### src/rtl/hdma_pkg.sv
package hdma_pkg;

  typedef enum logic [1:0] {
    MODE_OFF = 2'b00,
    MODE_W24 = 2'b01,
    MODE_W16 = 2'b10,
    MODE_W8  = 2'b11
  } xfer_mode_e;

  localparam int NSLOT = 3;
  typedef logic [1:0] slot_t;
  localparam slot_t SLOT_HIGH = 2'd0;
  localparam slot_t SLOT_LAST = slot_t'(NSLOT - 1);

  // first slot of a word for a given word-size mode
  function automatic slot_t first_slot(input logic [1:0] m);
    case (m)
      MODE_W24: first_slot = SLOT_HIGH;
      MODE_W16: first_slot = 2'd1;
      default:  first_slot = SLOT_LAST;
    endcase
  endfunction

  function automatic logic dma_on(input logic [1:0] m);
    dma_on = (m != MODE_OFF);
  endfunction

  function automatic slot_t next_slot(input slot_t s);
    next_slot = slot_t'(s + 2'd1);
  endfunction

endpackage

### src/rtl/hdma_slot_ctr.sv
module hdma_slot_ctr
  import hdma_pkg::*;
(
  input  logic       clk,
  input  logic       rst_n,
  input  logic       load,
  input  logic       step,
  input  logic [1:0] mode,
  output slot_t      slot,
  output logic       slot_is_last
);

  always_ff @(posedge clk or negedge rst_n) begin
    if (!rst_n)     slot <= SLOT_LAST;
    else if (load)  slot <= first_slot(mode);
    else if (step)  slot <= next_slot(slot);
  end

  assign slot_is_last = (slot == SLOT_LAST);

  // counter never leaves the three byte slots
  p_slot_range_r3: assert property (@(posedge clk) disable iff (!rst_n)
    slot <= SLOT_LAST);

  // a non-final byte advances the counter by exactly one slot
  p_slot_step_r3: assert property (@(posedge clk) disable iff (!rst_n)
    (step && !load) |=> slot == slot_t'($past(slot) + 2'd1));

  // a reload picks the mode's first slot
  p_slot_load_r5: assert property (@(posedge clk) disable iff (!rst_n)
    load |=> slot == first_slot($past(mode)));

endmodule

### src/rtl/hdma_byte_bank.sv
module hdma_byte_bank
  import hdma_pkg::*;
#(
  parameter int BYTE_W = 8,
  localparam int WORD_W = NSLOT * BYTE_W
)(
  input  logic              clk,
  input  logic              rst_n,
  input  logic              clr,
  input  logic              wr,
  input  slot_t             slot,
  input  logic [BYTE_W-1:0] din,
  output logic [WORD_W-1:0] word
);

  for (genvar g = 0; g < NSLOT; g++) begin : g_slot
    logic [BYTE_W-1:0] q;
    always_ff @(posedge clk or negedge rst_n) begin
      if (!rst_n)                           q <= '0;
      else if (clr)                         q <= '0;
      else if (wr && slot == slot_t'(g))    q <= din;
    end
    // slot 0 (high) occupies the top byte of the word
    assign word[(NSLOT-1-g)*BYTE_W +: BYTE_W] = q;
  end

endmodule

### src/rtl/hdma_word_path.sv
module hdma_word_path
  import hdma_pkg::*;
#(
  parameter int WORD_W = 24
)(
  input  logic              clk,
  input  logic              rst_n,
  input  logic              init,
  input  logic              last_wr,
  input  logic              rd,
  input  logic [WORD_W-1:0] in_word,
  output logic              tx_empty,
  output logic              rx_full,
  output logic              move,
  output logic [WORD_W-1:0] rx_word
);

  assign move = !tx_empty && !rx_full;

  always_ff @(posedge clk or negedge rst_n) begin
    if (!rst_n) begin
      tx_empty <= 1'b1;
      rx_full  <= 1'b0;
      rx_word  <= '0;
    end else if (init) begin
      tx_empty <= 1'b1;
      rx_full  <= 1'b0;
    end else begin
      if (move) begin
        tx_empty <= 1'b1;
        rx_full  <= 1'b1;
        rx_word  <= in_word;
      end else begin
        if (last_wr) tx_empty <= 1'b0;
        if (rd)      rx_full  <= 1'b0;
      end
    end
  end

  // a move fills the receive side and frees the byte slots
  p_move_fills_r6: assert property (@(posedge clk) disable iff (!rst_n)
    (move && !init) |=> (rx_full && tx_empty));

  // an unread word stays put until the processor reads it
  p_full_holds_r7: assert property (@(posedge clk) disable iff (!rst_n)
    (rx_full && !rd && !init) |=> (rx_full && $stable(rx_word)));

  // a processor read empties the receive register
  p_read_clears_r8: assert property (@(posedge clk) disable iff (!rst_n)
    (rx_full && rd && !init) |=> !rx_full);

  // init leaves the channel empty on both sides
  p_init_flags_r9: assert property (@(posedge clk) disable iff (!rst_n)
    init |=> (tx_empty && !rx_full));

endmodule

### src/rtl/hdma_rx_assembler.sv
module hdma_rx_assembler
  import hdma_pkg::*;
(
  input  logic        clk,
  input  logic        rst_n,
  input  logic [1:0]  mode,
  input  logic        dir_h2p,
  input  logic        init,
  input  logic        rx_ie,
  input  logic        dma_ack,
  input  logic [7:0]  dma_data,
  input  logic        cpu_rd,
  output logic        dma_req,
  output logic        tx_empty,
  output logic        rx_full,
  output logic [23:0] rx_word,
  output logic        rx_irq
);

  localparam int BYTE_W = 8;
  localparam int WORD_W = NSLOT * BYTE_W;

  // named internal events
  logic        chan_on;
  logic        byte_wr;
  logic        last_wr;
  logic        slot_step;
  logic        slot_load;
  logic        word_move;
  logic        slot_is_last;
  slot_t       slot;
  logic [WORD_W-1:0] bank_word;

  assign chan_on   = dma_on(mode) && dir_h2p;
  assign byte_wr   = dma_ack && chan_on && tx_empty && !init;
  assign last_wr   = byte_wr && slot_is_last;
  assign slot_step = byte_wr && !slot_is_last;
  assign slot_load = init || last_wr;
  assign dma_req   = chan_on && tx_empty && !dma_ack;
  assign rx_irq    = rx_full && rx_ie;

  hdma_slot_ctr u_ctr (
    .clk          (clk),
    .rst_n        (rst_n),
    .load         (slot_load),
    .step         (slot_step),
    .mode         (mode),
    .slot         (slot),
    .slot_is_last (slot_is_last)
  );

  hdma_byte_bank #(.BYTE_W(BYTE_W)) u_bank (
    .clk   (clk),
    .rst_n (rst_n),
    .clr   (init),
    .wr    (byte_wr),
    .slot  (slot),
    .din   (dma_data),
    .word  (bank_word)
  );

  hdma_word_path #(.WORD_W(WORD_W)) u_path (
    .clk      (clk),
    .rst_n    (rst_n),
    .init     (init),
    .last_wr  (last_wr),
    .rd       (cpu_rd),
    .in_word  (bank_word),
    .tx_empty (tx_empty),
    .rx_full  (rx_full),
    .move     (word_move),
    .rx_word  (rx_word)
  );

  // no request in the off mode
  p_off_quiet_r1: assert property (@(posedge clk) disable iff (!rst_n)
    (mode == MODE_OFF || !dir_h2p) |-> !dma_req);

  // request is down while the strobe is up
  p_ack_drops_r4: assert property (@(posedge clk) disable iff (!rst_n)
    dma_ack |-> !dma_req);

  // the low-slot write silences the request
  p_last_stops_r5: assert property (@(posedge clk) disable iff (!rst_n)
    last_wr |=> !dma_req);

  // hand-over one clock after the low-slot write when receive side is free
  p_move_next_r6: assert property (@(posedge clk) disable iff (!rst_n)
    (last_wr && !rx_full) |=> word_move);

  // interrupt follows a pending word when enabled
  p_irq_r8: assert property (@(posedge clk) disable iff (!rst_n)
    (rx_full && rx_ie) |-> rx_irq);

  // request returns right after init in an active channel
  p_init_req_r9: assert property (@(posedge clk) disable iff (!rst_n)
    (init && chan_on && !dma_ack) |=> (dma_req || dma_ack || !chan_on));

endmodule

### config.mk
export PLATFORM = sky130hd
export DESIGN_NAME = hdma_rx_assembler
export DESIGN_NICKNAME = d
export VERILOG_FILES = /design/src/rtl/hdma_pkg.sv /design/src/rtl/hdma_slot_ctr.sv /design/src/rtl/hdma_byte_bank.sv /design/src/rtl/hdma_word_path.sv /design/src/rtl/hdma_rx_assembler.sv
export SDC_FILE = /design/constraint.sdc
export NUM_CORES = 1
export LEC_CHECK = 0
export CAP_MARGIN = 10
export CORE_AREA = 2 2 109 58
export CTS_CLUSTER_SIZE = 40
export DETAILED_ROUTE_END_ITERATION = 7
export DIE_AREA = 0 0 111 60
export SETUP_SLACK_MARGIN = 0.1
export SLEW_MARGIN = 10
export SYNTH_ARGS = -nofsm -noshare
export SYNTH_HDL_FRONTEND = slang
export SYNTH_SLANG_ARGS = --single-unit
### constraint.sdc
create_clock -name clk -period 1.85 [get_ports clk]
set_input_delay 0.2775 -clock clk [delete_from_list [all_inputs] [get_ports clk]]
set_output_delay 0.2775 -clock clk [all_outputs]
set_load 0.02 [all_outputs]
======== Word-level counts from Yosys, hierarchy flattened ========
Cells that the tools add are included.
operators by class
  bitwise logic cells ..................... 1
  $add $sub $neg .......................... 1
  muxes and demuxes ....................... 15
  equal/unequal tests ..................... 4
  reductions and logical operators ........ 27
operators with widths
  kind                                           count
  2-to-1 mux 8 bit                               6
  logical AND 1 bit                              12
  nonzero test 2 bit                             5
  2-to-1 mux 1 bit                               6
  nonzero test 3 bit                             2
  zero test 1 bit                                5
  == test 2 x 1 -> 1 bit, second input constant  2
  == test 2 bit, second input constant           2
  2-to-1 mux 2 bit                               2
  case mux 2 bit (2 select lines)                1
  adder 2 x 1 -> 2 bit, second input constant    1
  zero test 2 bit                                1
  AND reduction 2 bit                            1
  logical OR 1 bit                               1
  NOT 1 bit                                      1
word-level totals
  flip-flop bits (word level) ............. 52
  input port bits ......................... 17

======== Longest topological paths before layout ========
Gate-level depths: netlist (run 1).
  depth after elaboration ................. 9
  mapped depth ............................ 6

======== Modules after synthesis ========
A second synthesis (run 1) with hierarchy kept.
unflattened totals
  cell total of the unflattened synthesis .. 170
  area total of the unflattened synthesis .. 2297.2 um^2
by module, submodules not included
  module             cells an instance  sequential area each (um^2)  times used  area an instance (um^2)
  hdma_byte_bank     91                 600.6                        1           1111.1
  hdma_word_path     58                 651.9                        1           994.7
  hdma_slot_ctr      13                 51.3                         1           130.1
  hdma_rx_assembler  8                  0.0                          1           61.3

======== Worst setup path after synthesis (run 1) ========
Ideal clock, no wire load.
  path type ............................... register to output
  from .................................... register u_path.tx_empty
  to ...................................... output port dma_req
  setup slack ............................. 0.096 ns
  cell stages (with the launch flop) ...... 3
  data arrival time ....................... 1.477 ns
  cells stage by stage .................... dfstp_2 buf_2 nor4bb_1
between the ends
  longest elaborated chain between the ends .. 2
ends and longest elaborated chain
  what                            line                     RTL
  start, declared                 hdma_word_path.sv:12     output logic tx_empty,
  start signal, assigned          hdma_word_path.sv:22     tx_empty <= 1'b1;
  start signal, assigned          hdma_word_path.sv:26     tx_empty <= 1'b1;
  start signal, assigned          hdma_word_path.sv:30     tx_empty <= 1'b1;
  logical AND 1 bit (2 in a row)  hdma_rx_assembler.sv:39  assign dma_req = chan_on && tx_empty && !dma_ack;
  end, declared                   hdma_rx_assembler.sv:13  output logic dma_req,
Every way passes these cells.

======== Worst setup path in the final report (run 1) ========
  from .................................... register u_ctr.slot[0]
  to ...................................... register u_bank.g_slot[2].q[2]
between the ends
  longest elaborated chain between the ends .. 3
ends and longest elaborated chain
  what                                 line                  RTL
  start, declared                      hdma_slot_ctr.sv:9    output slot_t slot,
  start signal, assigned               hdma_slot_ctr.sv:15   else if (load) slot <= first_slot(mode);
  start signal, assigned               hdma_slot_ctr.sv:16   else if (step) slot <= next_slot(slot);
  == test 2 bit                        hdma_byte_bank.sv:21  else if (wr && slot == slot_t'(g)) q <= din;
  logical AND 1 bit                    hdma_byte_bank.sv:21
  nonzero test 2 bit (no source line)  n/a
  end signal, assigned                 hdma_byte_bank.sv:21
  end, declared                        hdma_byte_bank.sv:17  logic [BYTE_W-1:0] q;
Every way passes these cells.
A chain may end at the register's enable or synchronous reset.

==> results of run 1 <==
## worst reg2reg max path: cells and delay by family, from the launching register on
family	cells	cell delay, ns
AND/OR/NAND/NOR	2	0.48
flip-flops	1	0.39
multiplexers	1	0.33
adder cells (fa/ha/maj)	1	0.24
buffers and inverters	1	0.13
## registers in the layout, summed over array words and instances, names as in the netlist
register         count
u_path.rx_full       1
u_ctr.slot           2
u_bank.g_slot.q     24
u_path.rx_word      24
u_path.tx_empty      1
## per-layer routing
metal / vias up / part of all wire, % / wire [um] / GRT usage [%]
met5: - / 0 / 0 / 0
met4: 0 / 0.47 / 23 / 4.107
met3: 2 / 5.1 / 248 / 4.462
met2: 37 / 46 / 2246 / 26.21
met1: 740 / 49 / 2386 / 21.71
li1: 670 / - / - / -
## worst min path at each step
stage | start | to | slack (ns)
6_report | u_bank.g_slot[2].q[1] | u_path.rx_word[1] | 0.49
5_1_grt | u_bank.g_slot[2].q[1] | u_path.rx_word[1] | 0.51
4_1_cts | u_bank.g_slot[2].q[1] | u_path.rx_word[1] | 0.49
3_5_place_dp | rst_n | u_path.rx_word[5] | 0.30
3_3_place_gp | rst_n | u_path.rx_word[5] | 0.28
2_1_floorplan | rst_n | u_bank.g_slot[0].q[0] | -0.02
## layout make-up
| type | count | area share [%] |
|---|---|---|
| Inverter | 5 | 0.6041 |
| Clock inverter | 3 | 1.369 |
| Timing Repair Buffer | 60 | 19.05 |
| Multi-Input combinational cell | 90 | 29.84 |
| Sequential cell | 52 | 42.01 |
| Tap cell | 77 | 3.101 |
| Clock buffer | 5 | 4.027 |
## stage by stage
stage	worst slack, ns	setup TNS, ns	cell area (um^2)
detailed placement	-0.3563	-6.260	2828
global route	0.1111	0	3107
CTS	0.04037	0	3065
floorplan	0.2863	0	2220
global placement	-0.3190	-5.172	2828
finish	0.1827	0	3107
## timing repair
action	CTS	global route
gates resized for setup	17	10
cloned	1	0
pin swaps	3	2
setup buffers	1	1
setup endpoints to repair	24	26
hold buffers	1	0
endpoints found under the hold margin	23	0
## logic make-up after synthesis
logic type / after synthesis
adder cells (fa/ha/maj): 5
flip-flops: 52
AO/OA/AOI/OAI: 21
AND/OR/NAND/NOR: 31
multiplexers: 32
buffers and inverters: 11
## placed cells by master, fill, tap and decap left out, drive strengths merged, types with 2 or more instances in the layout
cell,count
dfstp,2
a31oi,2
ha,5
nand3,4
mux2,32
dfrtp,50
nor2b,10
nor2,5
buf,17
clkdlybuf4s50,38
inv,5
a22o,16
clkbuf,5
nor3,2
nand2,4
dlygate4sd2,2
dlymetal6s2s,2
## where the power goes
part / internal, uW / switching [uW] / leakage, uW
combinational: 130 / 148 / 0.000674
sequential: 1170 / 19.3 / 0.000714
clock: 635 / 402 / 0.0000798
==> summary.txt, run 1 <==
Status
  – Run status: finished, final reports clean

Setup path
  – FF-to-FF setup slack: between 0.15 and 0.2 ns
  – Class of the most critical setup path: reg -> reg
  – Startpoint of the worst setup timing path: u_ctr.slot[0]
  – Depth of the worst register-to-register path: 5
  – Slowest cell on crit path: dfrtp_1
  – Worst path buffer plus inverter count: 1
  – Element type at the critical path end: flip-flop
  – End point of the critical path: u_bank.g_slot[2].q[2]
  – Kind of cell with the highest combined delay on the critical path: simple AND/OR/NAND/NOR gates
  – Delay of the slowest cell on the worst path: 0.39 ns
  – Critical path depth: 5
  – Worst-path cell chain: inv_1, ha_1, nand2_1, nor2_4, mux2_4
  – Reg-to-reg critical path startpoint: u_ctr.slot[0]
  – Arrival time reported for the critical path endpoint: 1.84 ns
  – Largest fanout on the critical path: 4
  – Critical Path Source Type: flip-flop
  – Critical path required time: approximately 2 ns
  – RR Endpoint: u_bank.g_slot[2].q[2]

STA
  – Hold Worst Slack: a little under 0.5 ns
  – Tmin final: between 1.5 and 2 ns
  – Final hold violations: 0
  – Unrepaired setup endpoints after global routing: no
  – Worst setup skew after layout: 0.005709 ns
  – Worst slew margin relative to its limit: a little over three fifths
  – Maximum achievable frequency: between 500 and 600 MHz
  – Measured slew at the worst slew-check pin: 0.5592 ns
  – Setup-violating endpoint count in the final report: 0
  – Final critical-path share of the clock period: between 90% and 100%
  – Final slew viol count: 0

Synthesis
  – Syn. warnings: 0
  – Area fraction in compound gates after synthesis: ~8.5%
  – Cell variety after synth: 29
  – Asr flop ratio synth: 100.0%
  – Synthesized-area fraction occupied by adder cells: between 2 and 3%
  – Biggest area consumer among synthesized cells: dfrtp_1
  – Parity-gate share of the synthesized area counting xor and xnor cells: 0%
  – Main combinational cell family by area after synthesis: multiplexers
  – Total of flip-flops plus latches after synthesis: 52
  – Area of the mapped netlist: around 2200 um^2
  – Portion of synthesized cell area occupied by the leading cell type: 56.53%
  – Cells taking the most area after synthesis: dfrtp_1 (57%), mux2_2 (16%), a22o_1 (6.3%)
  – Most frequent cell after synthesis: dfrtp_1
  – Simple-gate share of the synthesized area: 10.51%
  – Number of enable-type register cells in the synthesized netlist: 0
  – Prevailing post-synth register cell: dfrtp_1
  – Synth Instances: 152
  – Cell types with the highest counts after synthesis: dfrtp_1 (50), mux2_2 (31), a22o_1 (16), nor2b_1 (10)
  – Post-synthesis net count: 174
  – Avg Synthesized Cell Area: 14.56 um^2
  – Portion of netlist area occupied by mux cells: approximately 16%
  – Proportion of synthesized chip area in sequential cells: 58.90%

Final layout
  – Number of diodes added for antenna fixing: 0
  – Area growth from synthesis to final layout: 40.36%
  – Fraction of final layout cells sized beyond drive strength 1: 32.56%
  – Net count reported at finish: 236
  – Layout Cells excl Fill: about 290
  – Area occupied by registers: 1305 um^2
  – Fill cells: approximately 470
  – Post-Route Utilization: a little over half
  – Area taken by multi-input logic gates: between 900 and 1000 um^2

Routing
  – Average wire per cell in the routed design: 16.79 um
  – Initial DRC Count: 64
  – Sum of routed wire length over all layers: between 4 and 5 mm
  – Vias per std cell: 4.962
  – Routed vias: 1449
  – Routed Antenna Nets: 0
  – Number of DRC violations after detailed routing: 0
  – Number of search-and-repair iterations in the first detailed-routing pass: 4

GRT
  – Global Route Usage Sum: 16.06%
  – Largest net degree at the start of global routing: 30
  – Global-route wire length before repair: 8.169 mm
  – Number of global-route vias before repair: ~1600
  – Initial antenna violation count: 0
  – Overflow after GRT: 0

Pwr
  – Maximum resistive drop on vdd: ~0.38 mV
  – Overall Power: 2508 uW
  – Leakage power: 0.001467 uW
  – Power density cells: between 800 and 900 nW/um^2

Clocking
  – Clock latency of the later-clocked register in the worst-skew pair: 0.29 ns
  – Cts bufs inserted: 5
  – Clock transition at the register clock pins on the worst setup and hold paths after CTS: 0.07 ns
  – Root buf cell: clkbuf_16
  – Total number of H-tree levels: 2
  – Clock tree from TritonCTS: done
  – Sinks on Clock Net: 52
  – Clock buffer depth: 2

Flow run
  – Number of max-capacitance violations reported: 0

Floorplanning
  – Die Outline Area: 6660 um^2
  – Num rows: 20
  – Die Wd: 111 um
  – Core region area: 5781 um^2
  – Initial core utilization: between 30% and 40%
  – Overall die height: 60 um
  – I/O pins: 45

Placed design
  – I/O Buffers: 44
  – Cell count after placement: 280
  – GP Congestion: 0.7114
  – Half-perimeter wire length after detailed placement: ~3.4 mm

Hold path
  – Tightest Hold Check Type: reg -> reg
  – Instance count along the most critical hold path: 1
Note: power is estimated with default switching activity, not from simulation.
==> inputs of run 2 (changes only) <==
--- a/config.mk
+++ b/config.mk
@@ -5,8 +5,9 @@
 export SDC_FILE = /design/constraint.sdc
 export NUM_CORES = 1
 export LEC_CHECK = 0
-export CAP_MARGIN = 10
+export CAP_MARGIN = 15
 export CORE_AREA = 2 2 109 58
+export CTS_BUF_LIST = sky130_fd_sc_hd__clkbuf_8
 export CTS_CLUSTER_SIZE = 40
 export DETAILED_ROUTE_END_ITERATION = 7
 export DIE_AREA = 0 0 111 60
==> run 2 against run 1 <==
  * Worst hold slack worse by 0.044 ns
  * Worst setup slack worse by 0.0062 ns
  * Final area is 2.4% lower
  * Largest cell class unchanged
==> summary.txt, run 2 (same netlist as run 1, synthesis figures left out) <==
Status
  – Run status: finished, final reports clean

Final layout
  – Net count reported at finish: ~240
  – Number of diodes added for antenna fixing: 0
  – Most common library cell in the layout ignoring fill and taps: dfrtp_1
  – Area growth from synthesis to final layout: 36.97%
  – Fraction of final layout cells sized beyond drive strength 1: approximately a third
  – Post-Route Utilization: 52.45%
  – Post-route cell area: 3032 um^2
  – Most used cells in the layout excluding fill and tap cells: dfrtp_1 (49), clkdlybuf4s50_1 (38), mux2_2 (28)
  – Largest registers: u_bank.g_slot.q: 24 flops, u_path.rx_word: 24 flops, u_ctr.slot: 2 flops

Placed design
  – Area of placed instances: 2828 um^2
  – GP Congestion: 0.7114
  – I/O Buffers: 44
  – Half-perimeter wire length after detailed placement: about 3.4 mm

GRT
  – Global-route wire length before repair: 8.121 mm
  – Global Route Usage Sum: 15.88%
  – Number of global-route vias before repair: 1605
  – Overflow after GRT: 0
  – Initial antenna violation count: 0
  – Largest net degree at the start of global routing: 30

Floorplanning
  – Initial core utilization: 38.29%
  – Core region area: 5781 um^2
  – Num rows: 20
  – I/O pins: between 40 and 50
  – Overall die height: 60 um
  – Die Wd: 111 um
  – Die Outline Area: around 6700 um^2

STA
  – Tmin final: 1.673 ns
  – Final slew viol count: 0
  – Final hold violations: 0
  – Unrepaired setup endpoints after global routing: no
  – Summed negative setup slack over all endpoints: 0 ns
  – Maximum achievable frequency: 597.6 MHz
  – Hold Worst Slack: roughly 0.45 ns
  – Measured slew at the worst slew-check pin: 0.5560 ns
  – Worst setup skew after layout: 0.007928 ns
  – Setup-violating endpoint count in the final report: 0
  – Final critical-path share of the clock period: 90.46%
  – Worst slew margin relative to its limit: between 60% and 70%

Routing
  – Number of search-and-repair iterations in the first detailed-routing pass: 4
  – Initial DRC Count: 63
  – Vias per std cell: ~4.9
  – Routed vias: 1445
  – Routed Antenna Nets: 0
  – Average wire per cell in the routed design: 16.62 um
  – Sum of routed wire length over all layers: 4.854 mm
  – Number of DRC violations after detailed routing: 0

Setup path
  – RR Endpoint: u_bank.g_slot[2].q[2]
  – Critical path required time: ~2 ns
  – Arrival time reported for the critical path endpoint: 1.87 ns
  – Class of the most critical setup path: reg -> reg
  – End point of the critical path: u_bank.g_slot[2].q[2]
  – FF-to-FF setup slack: 0.18 ns
  – Element type at the critical path end: flip-flop
  – Depth of the worst register-to-register path: 5
  – Critical Path Source Type: flip-flop
  – Reg-to-reg critical path startpoint: u_ctr.slot[0]
  – Largest fanout on the critical path: 4
  – Startpoint of the worst setup timing path: u_ctr.slot[0]

Clocking
  – Root buf cell: clkbuf_8
  – Clock latency of the later-clocked register in the worst-skew pair: 0.30 ns
  – Total number of H-tree levels: 2
  – Clock buffer depth: 2
  – Sinks on Clock Net: 52
  – Cts bufs inserted: 5
  – Clock transition at the register clock pins on the worst setup and hold paths after CTS: 0.10 ns
  – Clock tree from TritonCTS: done

Pwr
  – Power Internal: 1701 uW
  – Switching share of power: between 20% and 30%
  – Maximum resistive drop on vdd: 0.3064 mV
  – Clock network fraction of design power: 34.5%
  – Comb pwr share: about an eighth
  – Power density cells: 738.4 nW/um^2
  – Net Switching: 537.7 uW
  – Flop pwr share: 53.2%
  – Overall Power: 2239 uW
  – Leakage power: 0.001430 uW

Flow run
  – Number of max-capacitance violations reported: 0

Hold path
  – Tightest Hold Check Type: in -> reg
==> run 2: how the worst min path moves through the flow <==
stage	startpoint	end	slack, ns	cells past startpoint
finish	mode[1]	u_ctr.slot[0]	0.45	4
global route	mode[0]	u_ctr.slot[1]	0.51	6
CTS	rst_n	u_bank.g_slot[0].q[6]	0.50	2
detailed placement	rst_n	u_path.rx_word[5]	0.30	1
global placement	rst_n	u_path.rx_word[5]	0.28	1
floorplan	rst_n	u_bank.g_slot[0].q[0]	-0.02	0
==> run 2: per-stage QoR <==
stage / setup slack, ns / cells
2_1_floorplan: 0.2863 / 152
3_3_place_gp: -0.3190 / 280
3_5_place_dp: -0.3563 / 280
4_1_cts: 0.1064 / 291
5_1_grt: 0.1048 / 292
6_report: 0.1765 / 292
==> run 2: area by class of cell <==
class                           count  area [um^2]
Tap cell                           77        96.34
Clock buffer                        5        68.82
Timing Repair Buffer               60        591.8
Multi-Input combinational cell     90        908.4
Fill cell                         481         2749
Clock inverter                      3        42.54
Sequential cell                    52         1305
Inverter                            5        18.77
==> run 2: power by group through the flow <==
| stage | Combinational, uW | Sequential [uW] | Clock (uW) |
|---|---|---|---|
| after floorplan | 111 | 1220 | 0 |
| after detailed placement | 256 | 1210 | 0 |
| after global routing | 303 | 1200 | 839 |
| after CTS | 268 | 1190 | 794 |
| final | 275 | 1190 | 772 |
| after global placement | 247 | 1210 | 0 |
==> run 2: metal layers <==
metal | track usage [%] | vias up | wire [um]
li1 | - | 671 | -
met1 | 21.52 | 739 | 2369
met2 | 26.29 | 35 | 2244
met3 | 4.462 | 0 | 240
met4 | 3.036 | 0 | 0
met5 | 0 | - | 0
==> run 2: what timing repair did <==
| action | in CTS | in global routing |
|---|---|---|
| gates resized for setup | 13 | 9 |
| hold buffers | 1 | 0 |
| setup endpoints to repair | 19 | 25 |
| gates cloned | 1 | 0 |
| hold endpoints to repair | 23 | 0 |
| setup buffers | 1 | 1 |
| pin swaps | 2 | 2 |
==> run 2: worst max-delay path: stages (launching register included) <==
cell and delay (ns):
dfrtp_1 0.40, inv_1 0.13, ha_1 0.24, nand2_1 0.21, nor2_4 0.27, mux2_4 0.33
